$ cat src/rtl/sfsr_pkg.sv
package sfsr_pkg;
  localparam logic [7:0] OP_WRSR = 8'h01;
  localparam logic [7:0] OP_RDSR = 8'h05;
  localparam logic [7:0] OP_WREN = 8'h06;

  typedef struct packed {
    logic       srp;
    logic [3:0] bp;
    logic       wel;
    logic       wip;
  } stat_t;

  function automatic logic [7:0] pack_status(stat_t s);
    return {s.srp, 1'b0, s.bp, s.wel, s.wip};
  endfunction
endpackage

$ cat src/rtl/sfsr_spi_rx.sv
module sfsr_spi_rx #(
  parameter int SYNC_STAGES = 2,
  parameter int CNT_W       = 5
) (
  input  logic             clk,
  input  logic             rst,
  input  logic             cs_n,
  input  logic             sclk,
  input  logic             mosi,
  input  logic             wp_n,
  output logic             wp_s,
  output logic             sclk_fall,
  output logic             cs_rise,
  output logic [CNT_W-1:0] frame_bits,
  output logic [2:0]       bit_ph,
  output logic [7:0]       opcode,
  output logic [7:0]       data,
  output logic             op_valid
);
  localparam int NPIN = 4;
  localparam logic [CNT_W-1:0] CNT_MAX = {CNT_W{1'b1}};
  localparam logic [NPIN-1:0] PIN_RST = 4'b1001; // wp_n, mosi, sclk, cs_n

  logic [NPIN-1:0] stg [SYNC_STAGES];
  logic [NPIN-1:0] pins_s;
  logic            sck_q, cs_q;
  logic [7:0]      sh;

  genvar g;
  generate
    for (g = 0; g < SYNC_STAGES; g++) begin : g_sync
      always_ff @(posedge clk) begin
        if (rst) stg[g] <= PIN_RST;
        else if (g == 0) stg[g] <= {wp_n, mosi, sclk, cs_n};
        else stg[g] <= stg[(g == 0) ? 0 : g-1];
      end
    end
  endgenerate

  assign pins_s = stg[SYNC_STAGES-1];
  assign wp_s   = pins_s[3];

  logic cs_low, sck_rise, bit_in;
  assign cs_low    = ~pins_s[0];
  assign bit_in    = pins_s[2];
  assign sck_rise  = pins_s[1] & ~sck_q & cs_low;
  assign sclk_fall = ~pins_s[1] & sck_q & cs_low;
  assign cs_rise   = pins_s[0] & ~cs_q;

  always_ff @(posedge clk) begin
    if (rst) begin
      sck_q      <= 1'b0;
      cs_q       <= 1'b1;
      sh         <= '0;
      frame_bits <= '0;
      bit_ph     <= '0;
      opcode     <= '0;
      data       <= '0;
      op_valid   <= 1'b0;
    end else begin
      sck_q <= pins_s[1];
      cs_q  <= pins_s[0];
      if (!cs_low) begin
        frame_bits <= '0;
        bit_ph     <= '0;
        op_valid   <= 1'b0;
      end else if (sck_rise) begin
        sh     <= {sh[6:0], bit_in};
        bit_ph <= bit_ph + 3'd1;
        if (frame_bits != CNT_MAX) frame_bits <= frame_bits + 1'b1;
        if (frame_bits == CNT_W'(7)) begin
          opcode   <= {sh[6:0], bit_in};
          op_valid <= 1'b1;
        end
        if (frame_bits == CNT_W'(15)) data <= {sh[6:0], bit_in};
      end
    end
  end
endmodule

$ cat src/rtl/sfsr_spi_tx.sv
module sfsr_spi_tx (
  input  logic       clk,
  input  logic       rst,
  input  logic       rd_active,
  input  logic       sclk_fall,
  input  logic [2:0] bit_ph,
  input  logic [7:0] status,
  output logic       miso
);
  logic [7:0] sh;

  always_ff @(posedge clk) begin
    if (rst) begin
      sh   <= '0;
      miso <= 1'b0;
    end else if (!rd_active) begin
      miso <= 1'b0;
    end else if (sclk_fall) begin
      if (bit_ph == 3'd0) begin
        miso <= status[7];
        sh   <= {status[6:0], 1'b0};
      end else begin
        miso <= sh[7];
        sh   <= {sh[6:0], 1'b0};
      end
    end
  end
endmodule

$ cat src/rtl/sfsr_core.sv
module sfsr_core
  import sfsr_pkg::*;
#(
  parameter int WR_CYCLES = 64,
  parameter int CNT_W     = 5
) (
  input  logic             clk,
  input  logic             rst,
  input  logic             cs_rise,
  input  logic [CNT_W-1:0] frame_bits,
  input  logic             op_valid,
  input  logic [7:0]       opcode,
  input  logic [7:0]       data,
  input  logic             wp_s,
  input  logic             otp_mode,
  output stat_t            st,
  output logic             hpm,
  output logic             otp_lock
);
  localparam int TMR_W = $clog2(WR_CYCLES + 1);

  logic [TMR_W-1:0] tmr;
  logic wren_go, wrsr_go, frame_ok;

  assign hpm      = st.srp & ~wp_s;
  assign frame_ok = cs_rise & op_valid & ~st.wip;
  assign wren_go  = frame_ok & (opcode == OP_WREN) & (frame_bits == CNT_W'(8));
  assign wrsr_go  = frame_ok & (opcode == OP_WRSR) & (frame_bits == CNT_W'(16))
                    & st.wel & ~hpm;

  always_ff @(posedge clk) begin
    if (rst) begin
      st       <= '0;
      tmr      <= '0;
      otp_lock <= 1'b0;
    end else begin
      if (st.wip) begin
        if (tmr == '0) begin
          st.wip <= 1'b0;
          st.wel <= 1'b0;
        end else begin
          tmr <= tmr - 1'b1;
        end
      end
      if (wren_go) st.wel <= 1'b1;
      if (wrsr_go) begin
        st.wip <= 1'b1;
        tmr    <= TMR_W'(WR_CYCLES - 1);
        if (otp_mode) begin
          otp_lock <= 1'b1;
        end else begin
          st.srp <= data[7];
          st.bp  <= data[5:2];
        end
      end
    end
  end
endmodule

$ cat src/rtl/sfsr_flags.sv
module sfsr_flags (
  input  logic clk,
  input  logic rst,
  input  logic susp_req,
  input  logic resume_req,
  input  logic op_erase,
  input  logic op_start,
  input  logic op_fail,
  input  logic soft_rst,
  output logic fail,
  output logic wse,
  output logic wsp
);
  always_ff @(posedge clk) begin
    if (rst) begin
      fail <= 1'b0;
      wse  <= 1'b0;
      wsp  <= 1'b0;
    end else begin
      if (op_fail) fail <= 1'b1;
      else if (op_start || soft_rst) fail <= 1'b0;
      if (resume_req) begin
        wse <= 1'b0;
        wsp <= 1'b0;
      end else if (susp_req) begin
        if (op_erase) wse <= 1'b1;
        else          wsp <= 1'b1;
      end
    end
  end
endmodule

$ cat src/rtl/sfsr_status_ctrl.sv
module sfsr_status_ctrl
  import sfsr_pkg::*;
#(
  parameter int WR_CYCLES   = 64,
  parameter int SYNC_STAGES = 2
) (
  input  logic clk,
  input  logic rst,
  input  logic cs_n,
  input  logic sclk,
  input  logic mosi,
  output logic miso,
  input  logic wp_n,
  input  logic otp_mode,
  input  logic susp_req,
  input  logic resume_req,
  input  logic op_erase,
  input  logic op_start,
  input  logic op_fail,
  input  logic soft_rst,
  output logic wip_o,
  output logic fail_o,
  output logic wse_o,
  output logic wsp_o,
  output logic otp_lock_o
);
  localparam int CNT_W = 5;

  logic             wp_s, sclk_fall, cs_rise, op_valid, hpm;
  logic [CNT_W-1:0] frame_bits;
  logic [2:0]       bit_ph;
  logic [7:0]       opcode, data;
  stat_t            st;
  logic             wip_q, wel_q, srp_q;
  logic [3:0]       bp_q;

  sfsr_spi_rx #(.SYNC_STAGES(SYNC_STAGES), .CNT_W(CNT_W)) u_rx (
    .clk(clk), .rst(rst), .cs_n(cs_n), .sclk(sclk), .mosi(mosi), .wp_n(wp_n),
    .wp_s(wp_s), .sclk_fall(sclk_fall), .cs_rise(cs_rise),
    .frame_bits(frame_bits), .bit_ph(bit_ph), .opcode(opcode), .data(data),
    .op_valid(op_valid)
  );

  sfsr_core #(.WR_CYCLES(WR_CYCLES), .CNT_W(CNT_W)) u_core (
    .clk(clk), .rst(rst), .cs_rise(cs_rise), .frame_bits(frame_bits),
    .op_valid(op_valid), .opcode(opcode), .data(data), .wp_s(wp_s),
    .otp_mode(otp_mode), .st(st), .hpm(hpm), .otp_lock(otp_lock_o)
  );

  sfsr_spi_tx u_tx (
    .clk(clk), .rst(rst), .rd_active(op_valid && (opcode == OP_RDSR)),
    .sclk_fall(sclk_fall), .bit_ph(bit_ph), .status(pack_status(st)),
    .miso(miso)
  );

  sfsr_flags u_flags (
    .clk(clk), .rst(rst), .susp_req(susp_req), .resume_req(resume_req),
    .op_erase(op_erase), .op_start(op_start), .op_fail(op_fail),
    .soft_rst(soft_rst), .fail(fail_o), .wse(wse_o), .wsp(wsp_o)
  );

  assign wip_q = st.wip;
  assign wel_q = st.wel;
  assign srp_q = st.srp;
  assign bp_q  = st.bp;
  assign wip_o = st.wip;
endmodule

$ cat config.mk
export PLATFORM = sky130hd
export DESIGN_NAME = sfsr_status_ctrl
export DESIGN_NICKNAME = d
export VERILOG_FILES = /design/src/rtl/sfsr_pkg.sv /design/src/rtl/sfsr_spi_rx.sv /design/src/rtl/sfsr_spi_tx.sv /design/src/rtl/sfsr_core.sv /design/src/rtl/sfsr_flags.sv /design/src/rtl/sfsr_status_ctrl.sv
export SDC_FILE = /design/constraint.sdc
export NUM_CORES = 1
export LEC_CHECK = 0
export ABC_CLOCK_PERIOD_IN_PS = 2700
export CAP_MARGIN = 5
export CELL_PAD_IN_SITES_DETAIL_PLACEMENT = 1
export CELL_PAD_IN_SITES_GLOBAL_PLACEMENT = 1
export CORE_MARGIN = 2
export CORE_UTILIZATION = 48
export DETAILED_ROUTE_END_ITERATION = 12
export DONT_BUFFER_PORTS = 1
export PLACE_DENSITY_LB_ADDON = 0.05
export SLEW_MARGIN = 40
export SYNTH_ARGS = -nofsm -noshare
export SYNTH_HDL_FRONTEND = slang
export SYNTH_SLANG_ARGS = --single-unit
export TNS_END_PERCENT = 5
$ cat constraint.sdc
create_clock -name clk -period 2.7 [get_ports clk]
set_input_delay 0.54 -clock clk [delete_from_list [all_inputs] [get_ports clk]]
set_output_delay 0.54 -clock clk [all_outputs]
set_load 0.01 [all_outputs]
# --- Word-level counts from Yosys, hierarchy flattened ---
# Memories as Yosys holds them, arrays and structs flattened.
# Index checks and enable logic that the tools add are counted.
word_totals:
  register_bits: 61
  mem_count: 1
  word_cells: 101
  output_inout_bits: 6
  in_bits: 13
  ram_bits: 8
op_classes:
  n_bitwise: 27
  n_mux: 16
  n_reduce_logical: 25
  n_eq_ne: 9
  addsub: 3
mem_list:
  columns: ["name", "depth", "width", "rd", "rd_clocked_by_memory_dff", "wr", "line", "source"]
  rows:
  - ["u_rx.stg", 2, 4, 2, 0, 2, "sfsr_spi_rx.sv:24", "logic [NPIN-1:0] stg [SYNC_STAGES];"]
op_table:
  columns: ["cell", "count"]
  rows:
  - ["AND reduction 2 bit", 11]
  - ["two-way mux 6 bit", 3]
  - ["equality test 8 x 3 -> 1 bit, second input constant", 2]
  - ["bitwise AND 1 bit", 14]
  - ["NOT 1 bit", 11]
  - ["equality test 5 x 4 -> 1 bit, second input constant", 2]
  - ["equality test 8 x 1 -> 1 bit, second input constant", 1]
  - ["two-way mux 1 bit", 8]
  - ["two-way mux 4 bit", 2]
  - ["two-way mux 8 bit", 1]
  - ["nonzero test 2 bit", 4]
  - ["OR reduction 2 bit", 4]
  - ["logical NOT 7 bit", 1]
  - ["subtractor 7 x 1 -> 7 bit, second input constant", 1]
  - ["AND reduction 3 bit", 2]
  - ["adder 5 x 1 -> 5 bit, second input constant", 1]
  - ["equality test 5 x 3 -> 1 bit, second input constant", 1]
  - ["equality test 5 bit, second input constant", 1]
  - ["!= test 5 bit, second input constant", 1]
  - ["two-way mux 2 bit", 2]
  - ["adder 3 x 1 -> 3 bit, second input constant", 1]
  - ["logical NOT 3 bit", 1]
  - ["!= test 2 x 1 -> 1 bit, second input constant", 1]
  - ["OR 1 bit", 2]
  - ["other kinds (2)", 2]

# --- Logic depth before layout (Yosys ltp) ---
logic_depth:
  word_depth: 10
  ltp_mapped: 7

# --- Cells and area by module ---
# From an unflattened synthesis, not the netlist that was laid out.
unflattened:
  hier_cells: 305
  hier_area_um2: 2872.8
by_module_without_submodules:
  columns: ["module", "seq_area_each_um2", "area_per_inst_um2", "cells_each", "n_inst"]
  rows:
  - ["sfsr_spi_rx", 840.8, 1617.8, 162, 1]
  - ["sfsr_core", 300.3, 743.2, 82, 1]
  - ["sfsr_spi_tx", 160.2, 370.4, 46, 1]
  - ["sfsr_flags", 60.1, 105.1, 11, 1]
  - ["sfsr_status_ctrl", 0.0, 36.3, 4, 1]

# --- Least setup slack after synthesis ---
# OpenSTA, ideal clock, no wires.
synth_path:
  path_type: "register to register"
  start: "reg u_rx.frame_bits[0]"
  end: "reg u_rx.frame_bits[3]"
  t_arrival_ps: 1724
  setup_ps: 127
  path_slack_ps: 849
  path_stages_with_launch: 8
  path_cell_list: "dfxtp_1 -> ha_1 -> and3_1 -> ha_1 -> nor4b_2 -> nand4_1 -> xor2_1 -> nor2_1"
synth_via:
  elab_chain_cells: 2
  elab_cells_between_ends: 3
synth_lines:
  columns: ["element", "line", "source"]
  rows:
  - ["start, declared", "sfsr_spi_rx.sv:14", "output logic [CNT_W-1:0] frame_bits,"]
  - ["start signal, assigned", "sfsr_spi_rx.sv:70", "if (frame_bits != CNT_MAX) frame_bits <= frame_bits + 1'b1;"]
  - ["branches (longest 2 deep; another with adder 5 x 1 -> 5 bit)", null, null]
# Several ways; the timed one is not identified.
# A chain may end at the register's enable or synchronous reset.

# --- Final worst setup path ---
# Same ends and word-level chain as after synthesis.

==> metrics.md <==
| Metric | Value |
|---|---|
| Placer Congestion | `0.773` |
| Count leader, synth | `dfxtp_1` |
| Gr ovfl total | `0` |
| Post-route setup TNS | `0 ns` |
| Post-Syn Area | `around 2700 um2` |
| Bufs on Longest Clock Path | `2` |
| Later-pin clock latency in the skew report | `0.34 ns` |
| Post-synthesis sequential area ratio | `0.480` |
| Post-CTS resize count | `0` |
| Seq cells post-synth | `65` |
| 1st-iter DRT viols | `73` |
| Die footprint | `6260 um2` |
| Crit path from | `u_rx.frame_bits[0]` |
| Die height | `79.1 um` |
| Gr usage total | `0.200` |
| Final setup vio count | `0` |
| Final max-slew violation count | `0` |
| Comb pwr share | `0.011` |
| Crit end category | `flop` |
| Top-area cell type share of the netlist area | `0.480` |
| Worst slew pin tran | `0.831 ns` |
| Leakage power | `1.11 nW` |
| Mapped Cells | `283` |
| Vias in the first global route | `2,042` |
| DR vias | `~2,000` |
| Outcome | `complete, no violations` |
| Clock sink count | `65` |
| Worst EP arrival | `approximately 2.3 ns` |
| Initial antenna violation count | `0` |
| N_diodes | `0` |
| Synth cell count leaders | `65 x dfxtp_1, 37 x nor2_1, 27 x a21oi_1` |
| # port buffers | `0` |
| Fin. Hold Viols | `0` |
| Largest net degree at the start of global routing | `58` |
| Critical path startpoint category | `flop` |
| Main synth FF type | `dfxtp_1` |
| Top cells by area, synth | `dfxtp_1 48%, mux2i_1 9.6%, nor2_1 5.1%, a21oi_1 5.0%, ha_1 3.7%` |
| TritonRoute pass-1 iters | `3` |
| CTS Root Cell | `clkbuf_8` |
| DRT antenna net count | `0` |
| Relative slew margins | `0.445` |
| Hold path startpoint | `rst` |
| Clock share of power | `0.426` |
| Seq pwr share | `0.563` |
| Worst-path fanout max | `7` |
| Pwr Density | `590 nW/um2` |
| Critical Path RT | `2.93 ns` |
| Vias/cell | `5.53` |
| Horiz. Die Dim | `just under 80 um` |
| Synth async-reset ratio | `0` |
| Internal Power | `0.00136 W` |
| Cell variety after synth | `between 40 and 50` |
| Initial Util | `0.495` |
| DRC | `0` |
| Worst r2r path cells | `7` |
| Syn-to-layout area delta | `8.22%` |
| First-pass GRT wire length | `between 9000 and 10,000 um` |
| Ys Warns | `0` |
| Mean Syn Cell Area | `9.57 um2` |
| Nets@finish | `303` |
| Ports | `19` |
| Max frequency | `0.485 GHz` |
| TritonCTS Buffers | `9` |
| WHS Path Cells | `1` |
| RSZ-0062 raised after global routing | `no` |
| Sw frac | `0.215` |
| Post-CTS setup-driven buffer insertion count | `0` |
| Switching pwr | `0.000371 W` |
| Worst IR drop on VDD | `between 0.3 and 0.4 mV` |
| Cts hold-fix bufs | `0` |
| Dpl hpwl | `between 3000 and 4000 um` |
| Avg WL per Cell | `15.3 um` |
| H-tree depth | `3` |
| Hold Crit Class | `input port to flop` |
| Share of layout cells above drive strength 1 | `0.0976` |
| Syn Nets | `304` |
| Area leader, netlist | `dfxtp_1` |
| Clock Pin Slew Worst Setup and Hold Paths | `0.07 ns` |
| Fin crit period | `just over 2 ns` |
| Post-synth EDFFs | `0` |
| CTS tree | `done` |
| Tot Pwr | `0.00173 W` |
| Total wire length | `5510 um` |
| Skew final | `roughly 0.0069 ns` |
| Fin crit share | `0.764` |
| Core area | `around 5500 um2` |
| Reg-to-Reg Start | `u_rx.frame_bits[0]` |
| Maxcap violations | `0` |
| Row cnt | `27` |
| WS Path Type | `flop to flop` |
-- logic make-up after synthesis --
family	after synthesis	synth area share
XOR/XNOR	9	0.0291
adder cells (fa/ha/maj)	8	0.0370
AND/OR/NAND/NOR	102	0.219
buffers and inverters	24	0.0346
AO/OA/AOI/OAI	48	0.0993
multiplexers	27	0.100
flip-flops	65	0.480
-- worst max-delay path, cell delays in order, from the launching register on --
cell and delay [ns]:
dfxtp_1 0.34, ha_1 0.23, and3_1 0.20, ha_1 0.19, nor4b_2 0.54, nand4_1 0.20
xor2_1 0.19, nor2_1 0.06
-- area by class of cell --
cell class | count | area, um2
multi-input combinational | 194 | 1310
timing repair buffer | 2 | 15.0
tap | 72 | 90.1
sequential | 65 | 1300
inverter | 10 | 37.5
fill | 629 | 2540
clock inverter | 3 | 15.0
clock buffer | 13 | 159
-- final timing paths --
path                         to  slack [ns]
min reg2reg      u_rx.stg[1][0]        0.42
min              u_rx.stg[0][1]        0.27
max reg2reg  u_rx.frame_bits[3]        0.64
max          u_rx.frame_bits[3]        0.64
-- power groups by stage --
stage	clock (W)	combinational [W]	sequential (W)
2_1_floorplan	0	0.0000262	0.000993
3_3_place_gp	0	0.0000188	0.000994
4_1_cts	0.000760	0.0000195	0.000973
3_5_place_dp	0	0.0000194	0.000995
5_1_grt	0.000799	0.0000221	0.000973
6_report	0.000736	0.0000191	0.000973
-- layout by cell type, fill, tap and decap left out, drive strengths merged --
cell type,Yosys,routed
dfxtp,65,65
nor2,37,37
a21oi,27,27
mux2i,26,26
clkbuf,11,13
inv,10,10
o21ai,10,10
nor2b,9,9
nand4,8,8
ha,8,8
or3,7,7
nand2,6,6
nand2b,5,5
o31ai,5,5
or2,5,5
xor2,5,5
xnor2,4,4
and3,3,3
nand3,3,3
clkinv,0,3
nor3,3,3
nor4b,3,3
a211oi,2,2
and3b,2,2
buf,3,2
or4,2,2
nor3b,2,2
and4bb,1,1
nor4,1,1
mux2,1,1
nand3b,1,1
and2,1,1
nor4bb,1,1
a32oi,1,1
o22ai,1,1
and4b,1,1
o211ai,1,1
or4b,1,1
a2111oi,1,1
-- per-stage QoR --
step | hold slack [ns] | cell area [um2] | util | worst slack [ns] | instances
CTS | 0.250 | 2930 | 0.536 | 0.591 | 359
global placement | 0.397 | 2760 | 0.504 | 0.714 | 343
floorplan | 0.389 | 2710 | - | 0.849 | 283
detailed placement | 0.407 | 2760 | 0.504 | 0.608 | 343
global route | 0.247 | 2930 | 0.536 | 0.440 | 359
finish | 0.269 | 2930 | 0.536 | 0.638 | 359
-- layer usage --
layer | GRT usage | part of all wire
met1 | 0.249 | 0.48
met2 | 0.323 | 0.47
met3 | 0.0557 | 0.030
met5 | 0 | 0
met4 | 0.0879 | 0.019
-- flip-flops by register name, indices dropped and copies added (netlist names) --
name	count
u_rx.opcode	8
u_rx.stg	8
u_core.st	7
u_core.tmr	7
u_rx.sh	7
u_tx.sh	7
u_rx.data	5
u_rx.frame_bits	5
u_rx.bit_ph	3
u_core.otp_lock	1
u_flags.fail	1
u_flags.wse	1
u_flags.wsp	1
u_rx.cs_q	1
u_rx.op_valid	1
u_rx.sck_q	1
u_tx.miso	1
Power figures use the tool's default switching activity.
